### config.mk
export PLATFORM = sky130hd
export DESIGN_NAME = manch_frame_rx
export DESIGN_NICKNAME = d
export VERILOG_FILES = /design/src/rtl/manch_frame_rx.sv
export SDC_FILE = /design/constraint.sdc
export NUM_CORES = 1
export LEC_CHECK = 0
export ABC_AREA = 0
export BUFFER_PORTS_ARGS = -buffer_cell sky130_fd_sc_hd__buf_4
export CELL_PAD_IN_SITES_DETAIL_PLACEMENT = 0
export CELL_PAD_IN_SITES_GLOBAL_PLACEMENT = 1
export CORE_ASPECT_RATIO = 0.75
export CORE_MARGIN = 3
export CORE_UTILIZATION = 35
export CTS_CLUSTER_DIAMETER = 100
export DETAILED_ROUTE_END_ITERATION = 10
export HOLD_SLACK_MARGIN = 0.03
export PLACE_DENSITY = 0.69
export SLEW_MARGIN = 20
export SYNTH_ARGS = -nofsm -noshare
export SYNTH_HDL_FRONTEND = slang
export SYNTH_SLANG_ARGS = --single-unit
### constraint.sdc
create_clock -name clk -period 1.9 [get_ports clk]
set_clock_uncertainty 0.05 [all_clocks]
set_input_delay 0 -clock clk [delete_from_list [all_inputs] [get_ports clk]]
set_output_delay 0 -clock clk [all_outputs]
set_load 0.03 [all_outputs]
### src/rtl/manch_frame_rx.sv
module manch_frame_rx #(
  parameter int DATA_W  = 28,
  parameter int HDR_LEN = 4
) (
  input  logic              clk,
  input  logic              rst,
  input  logic              line_i,
  output logic [DATA_W-1:0] word_o,
  output logic              valid_o,
  output logic              err_o
);
  localparam int CW = $clog2(DATA_W + 1);
  localparam int HW = $clog2(HDR_LEN + 1);

  typedef enum logic [1:0] {S_IDLE = 2'd0, S_DEC = 2'd1, S_ERR = 2'd2} st_t;

  st_t              state_q;
  logic             phase_q;
  logic             first_q;
  logic [HW-1:0]    hcnt_q;
  logic [CW-1:0]    bcnt_q;
  logic [DATA_W-1:0] shr_q;

  wire              hdr_full = (hcnt_q == HW'(HDR_LEN));
  wire              pair_ok  = first_q ^ line_i;
  wire [DATA_W-1:0] shr_nx   = {shr_q[DATA_W-2:0], line_i};
  wire              last_bit = (bcnt_q == CW'(DATA_W - 1));

  always_ff @(posedge clk) begin
    if (rst) begin
      state_q <= S_IDLE;
      phase_q <= 1'b0;
      first_q <= 1'b0;
      hcnt_q  <= '0;
      bcnt_q  <= '0;
      shr_q   <= '0;
      word_o  <= '0;
      valid_o <= 1'b0;
      err_o   <= 1'b0;
    end else begin
      valid_o <= 1'b0;
      err_o   <= 1'b0;
      case (state_q)
        S_IDLE: begin
          if (!phase_q) begin
            first_q <= line_i;
            if (line_i || hcnt_q != '0) phase_q <= 1'b1;
          end else begin
            phase_q <= 1'b0;
            if (first_q && line_i) begin
              if (!hdr_full) hcnt_q <= hcnt_q + 1'b1;
            end else if (hdr_full) begin
              hcnt_q <= '0;
              if (pair_ok) begin
                shr_q   <= shr_nx;
                bcnt_q  <= CW'(1);
                state_q <= S_DEC;
              end else begin
                err_o   <= 1'b1;
                state_q <= S_ERR;
              end
            end else begin
              hcnt_q <= '0;
            end
          end
        end
        S_DEC: begin
          if (!phase_q) begin
            first_q <= line_i;
            phase_q <= 1'b1;
          end else begin
            phase_q <= 1'b0;
            if (pair_ok) begin
              shr_q  <= shr_nx;
              bcnt_q <= bcnt_q + 1'b1;
              if (last_bit) begin
                word_o  <= shr_nx;
                valid_o <= 1'b1;
                bcnt_q  <= '0;
                state_q <= S_IDLE;
              end
            end else begin
              err_o   <= 1'b1;
              bcnt_q  <= '0;
              state_q <= S_ERR;
            end
          end
        end
        default: begin
          phase_q <= 1'b0;
          hcnt_q  <= '0;
          bcnt_q  <= '0;
          state_q <= S_IDLE;
        end
      endcase
    end
  end
endmodule


# Word-level counts from Yosys, hierarchy flattened
# Index checks and enable logic that the tools add are counted.
# Widths: inputs -> output; s select.
[classes] add_sub_neg=2 eq_ne=10 mux=37 n_bitwise=4 reduce_logical=13
[op_table] cell="$mux 28" n=5
[op_table] cell="$pmux 28 s2" n=1
[op_table] cell="$mux 5" n=7
[op_table] cell="$reduce_and 5->1" n=3
[op_table] cell="$mux 2" n=7
[op_table] cell="$ne 2x2->1 const B" n=5
[op_table] cell="$pmux 5 s2" n=1
[op_table] cell="$mux 1" n=9
[op_table] cell="$mux 3" n=3
[op_table] cell="$ne 3x3->1 const B" n=2
[op_table] cell="$pmux 3 s2" n=1
[op_table] cell="$add 5x1->5 const B" n=1
[op_table] cell="$eq 5x5->1 const B" n=1
[op_table] cell="$pmux 1 s2" n=2
[op_table] cell="$pmux 2 s2" n=1
[op_table] cell="$reduce_and 4->1" n=1
[op_table] cell="$reduce_or 4->1" n=1
[op_table] cell="$add 3x1->3 const B" n=1
[op_table] cell="$eq 3x3->1 const B" n=1
[op_table] cell="$not 1->1" n=3
[op_table] cell="$reduce_and 3->1" n=1
[op_table] cell="$reduce_bool 3->1" n=1
[op_table] cell="$eq 2x1->1 const B" n=1
[op_table] cell="$logic_not 2->1" n=1
[op_table] cell="other kinds (6)" n=6
[word_totals] register_bits=70 inputBits=3 out_inout_bits=30

# Logic depth before layout (Yosys ltp)
[logic_depth] word_depth=6 depth_mapped=7

# Worst setup path before layout
# Ideal clock, no wire load.
[synth_timing] kind="register -> register" start="register first_q" end="register bcnt_q[3]" arrival_time_ns=1.432 required_ns=1.744 setup_slack_ns=0.312 stages_incl_launch_ff=6 n_path_buf=1 synth_period_minus_slack_ns=1.588 cell_sequence="dfxtp_1 > ha_1 > buf_4 > nand4b_1 > or4_1 > o311ai_0"
[synth_between] elab_chain_cells=4
[synth_lines] element="from (decl)" line="19" text="logic first_q;"
[synth_lines] element="from (signal assigned)" line="46" text="first_q <= line_i;"
[synth_lines] element="from (signal assigned)" line="69" text="first_q <= line_i;"
[synth_lines] element="$xor 1x1->1" line="25" text="wire pair_ok = first_q ^ line_i;"
[synth_lines] element="$mux 5" line="73" text="if (pair_ok) begin"
[synth_lines] element="$mux 5" line="68" text="if (!phase_q) begin"
[synth_lines] element="$pmux 5 s2" line="43" text="case (state_q)"
[synth_lines] element="to (signal assigned)" line="75" text="bcnt_q <= bcnt_q + 1'b1;"
[synth_lines] element="to (decl)" line="21" text="logic [CW-1:0] bcnt_q;"
# Several ways; a longest one is shown, not always the timed one. The select of a mux whose other input is x is not followed.
# A chain may end at the register's enable or synchronous reset.

# Worst setup path after layout
[layout_timing] start="input port line_i" end="register shr_q[21]"
[layout_between] elab_chain_cells=6
[layout_lines] element="from (decl)" line="7" text="input logic line_i,"
[layout_lines] element="$xor 1x1->1" line="25"
[layout_lines] element="$mux 28 (4 in series)"
[layout_lines] element="$pmux 28 s2"
[layout_lines] element="to (signal assigned)" line="55" text="shr_q <= shr_nx;"
[layout_lines] element="to (signal assigned)" line="74" text="shr_q <= shr_nx;"
[layout_lines] element="to (decl)" line="22" text="logic [DATA_W-1:0] shr_q;"
# Several ways; a longest one is shown, not always the timed one. The select of a mux whose other input is x is not followed.

==> metrics <==
maximum buffer depth of the clock tree=2; DR WL/cell=14.4 um; slowest stage cell, crit path=dlygate4sd3_1; clock power share=0.440; top post-synthesis cells by count=dfxtp_1, nand3_1, a21oi_1; sw power=0.636 mW; clk sinks=69; Setup crit start kind=input pin; Post-CTS Resized=0; TNS Setup=0 ns; WP data required=2.12 ns; area leader, netlist=dfxtp_1; Syn Nets=315; sequential standard cell area=0.00138 mm2; Comb pwr share=0.035; Inserted Clock Buffers=9; synth unique cells=40; DR vias=2298; largest net degree at the start of global routing=52; RD Place Congestion=0.777; RSZ-0062 raised after global routing=false; Yosys top cell area share=0.474; Flop pwr share=0.525; total track usage=0.143; clock insertion delay at the later pin of the skew report=0.34 ns; Antenna diodes=0; router iterations before antenna repair=4; Top FF cell, synth=dfxtp_1; average cell area after synthesis=9.46 um2; Worst Hold Class=input pin to flip-flop; Setup crit end kind=flip-flop; initial DRC count=153; Async SR Flop Fraction=0; Multi-input gate area=0.00136 mm2; first-pass GRT wire length=11000 um; sw frac=0.229; synth top area cells=dfxtp_1, mux2i_1, nand2b_1, nand3_1, a21oi_1; Setup Fix Bufs, Post-CTS=0; die width=111 um; fin crit period=1.80 ns; Worst Path Max Fanout=27; CP Cell Sequence=dlygate4sd3_1 -> buf_4 -> ha_1 -> nand3b_2 -> a211oi_4 -> buf_12 -> mux2i_1; core area=0.00799 mm2; Residual DRC=0; internal cell power=2.14 mW; most numerous cell in the Yosys netlist=dfxtp_1; leak pwr=1.18 nW; CTS tree=yes; Synth Register Bits=69; number of synthesized flops with an enable pin=0; GRT Residual Overflow=0; initial antenna violation count=0; clock root buffer=clkbuf_8; nets=343; WS Path Type=input pin to flip-flop; area grow syn2layout=19.0%; status=finished, final reports clean; Ports=33; Final Hold Viols=0; MaxCap Viol Count=0; Yosys warning count=0; Syn Inst Count=308; Max-slew headroom=0.677; drt via density=5.15; Slew @ Worst Pin=0.472 ns; # fillers=805; Antenna Nets Post-Route=0; IO buf count=32; Pins Over Slew Limit=0; Pwr Density=800 mW/mm2; Seq/Total Area, Yosys=0.474; critical path data arrival time=2.03 ns; Die Y=85.0 um; DRT Wirelength=6400 um; vias in the first global route=2264; die area=0.00947 mm2; Max VDD drop=0.000304 V; crit-path max cell delay=0.53 ns; clk slew on worst S/H paths=0.08 ns; fin crit share=0.949; htree depth=3; post-DP HPWL=4050 um; maximum clock rate=0.555 GHz; hold_ws=0.0539 ns; # rows=28; share of layout cells above drive strength 1=0.196; Post-Syn Area=0.00291 mm2; # setup viols final=0; Initial Utilization=0.365
-- worst paths after layout --
path	startpoint	to	slack (ns)	cells after the start
min	rst	word_o[5]	0.05	2
min reg2reg	shr_q[4]	word_o[5]	0.41	2
max reg2reg	hcnt_q[0]	shr_q[21]	0.14	6
max	line_i	shr_q[21]	0.1	7
-- registers in the layout, indices dropped and copies added (netlist names) --
name / flops
bcnt_q: 5
err_o: 1
first_q: 1
hcnt_q: 3
phase_q: 1
shr_q: 27
state_q: 2
valid_o: 1
word_o: 28
-- area by class of cell --
type / count / area share
Sequential cell: 69 / 0.398
Inverter: 6 / 0.00649
Clock inverter: 6 / 0.0202
Timing Repair Buffer: 43 / 0.105
Multi-Input combinational cell: 207 / 0.393
Tap cell: 105 / 0.0379
Clock buffer: 10 / 0.0397
-- through the flow --
step	instance area [um2]	setup WS, ns	utilization	instances	power, mW
floorplan	2910	0.312	-	308	1.56
global placement	3250	0.245	0.407	429	1.59
detailed placement	3250	0.148	0.407	429	1.59
CTS	3470	0.118	0.434	446	2.81
global route	3470	0.0372	0.434	446	2.89
finish	3470	0.0969	0.434	446	2.77
-- critical path: cells and delay by family --
family	cells	cell delay, ns
compound gates	1	0.31
simple gates	1	0.28
mux	1	0.23
fa+ha+maj	1	0.23
buf+inv	3	0.94
-- power groups by stage --
stage          logic [mW]  clock network (mW)  registers [mW]
2_1_floorplan      0.0712                   0            1.49
3_3_place_gp       0.0952                   0            1.49
3_5_place_dp       0.0950                   0            1.49
4_1_cts            0.0968                1.26            1.46
5_1_grt             0.106                1.33            1.46
6_report           0.0969                1.22            1.46
-- what timing repair did --
item                       CTS  global route
setup endpoints to repair    0             0
hold buffers                 1             0
hold endpoints to repair     4             0
-- kinds of logic (layout without fill, tap and decap cells) --
logic type	after synthesis	in the layout	share of synthesized area
AO/OA/AOI/OAI	80	80	0.158
adder cells (fa/ha/maj)	4	4	0.0172
buffers and inverters	32	65	0.0610
flip-flops	69	69	0.474
multiplexers	29	29	0.0996
AND/OR/NAND/NOR	94	94	0.190
-- placed cells by master, fill, tap and decap left out, types with 2 or more instances in the layout --
cell type,instances
dfxtp_1,69
nor2_1,4
clkinvlp_4,3
o21ai_0,30
a311oi_1,2
a31o_2,2
mux2i_1,29
buf_4,39
nand3_1,34
a21oi_1,33
o221ai_1,2
ha_1,4
or2_2,2
a2111oi_0,3
nand2b_1,30
a211oi_1,2
nand4b_1,4
nand2_1,7
inv_1,6
and4b_1,2
clkbuf_8,10
buf_12,3
-- routing by layer --
layer / share of wire / track usage
met5: 0 / 0
met4: 0.014 / 0.0497
met3: 0.054 / 0.0428
met2: 0.43 / 0.214
met1: 0.51 / 0.197
Power figures use the tool's default switching activity.
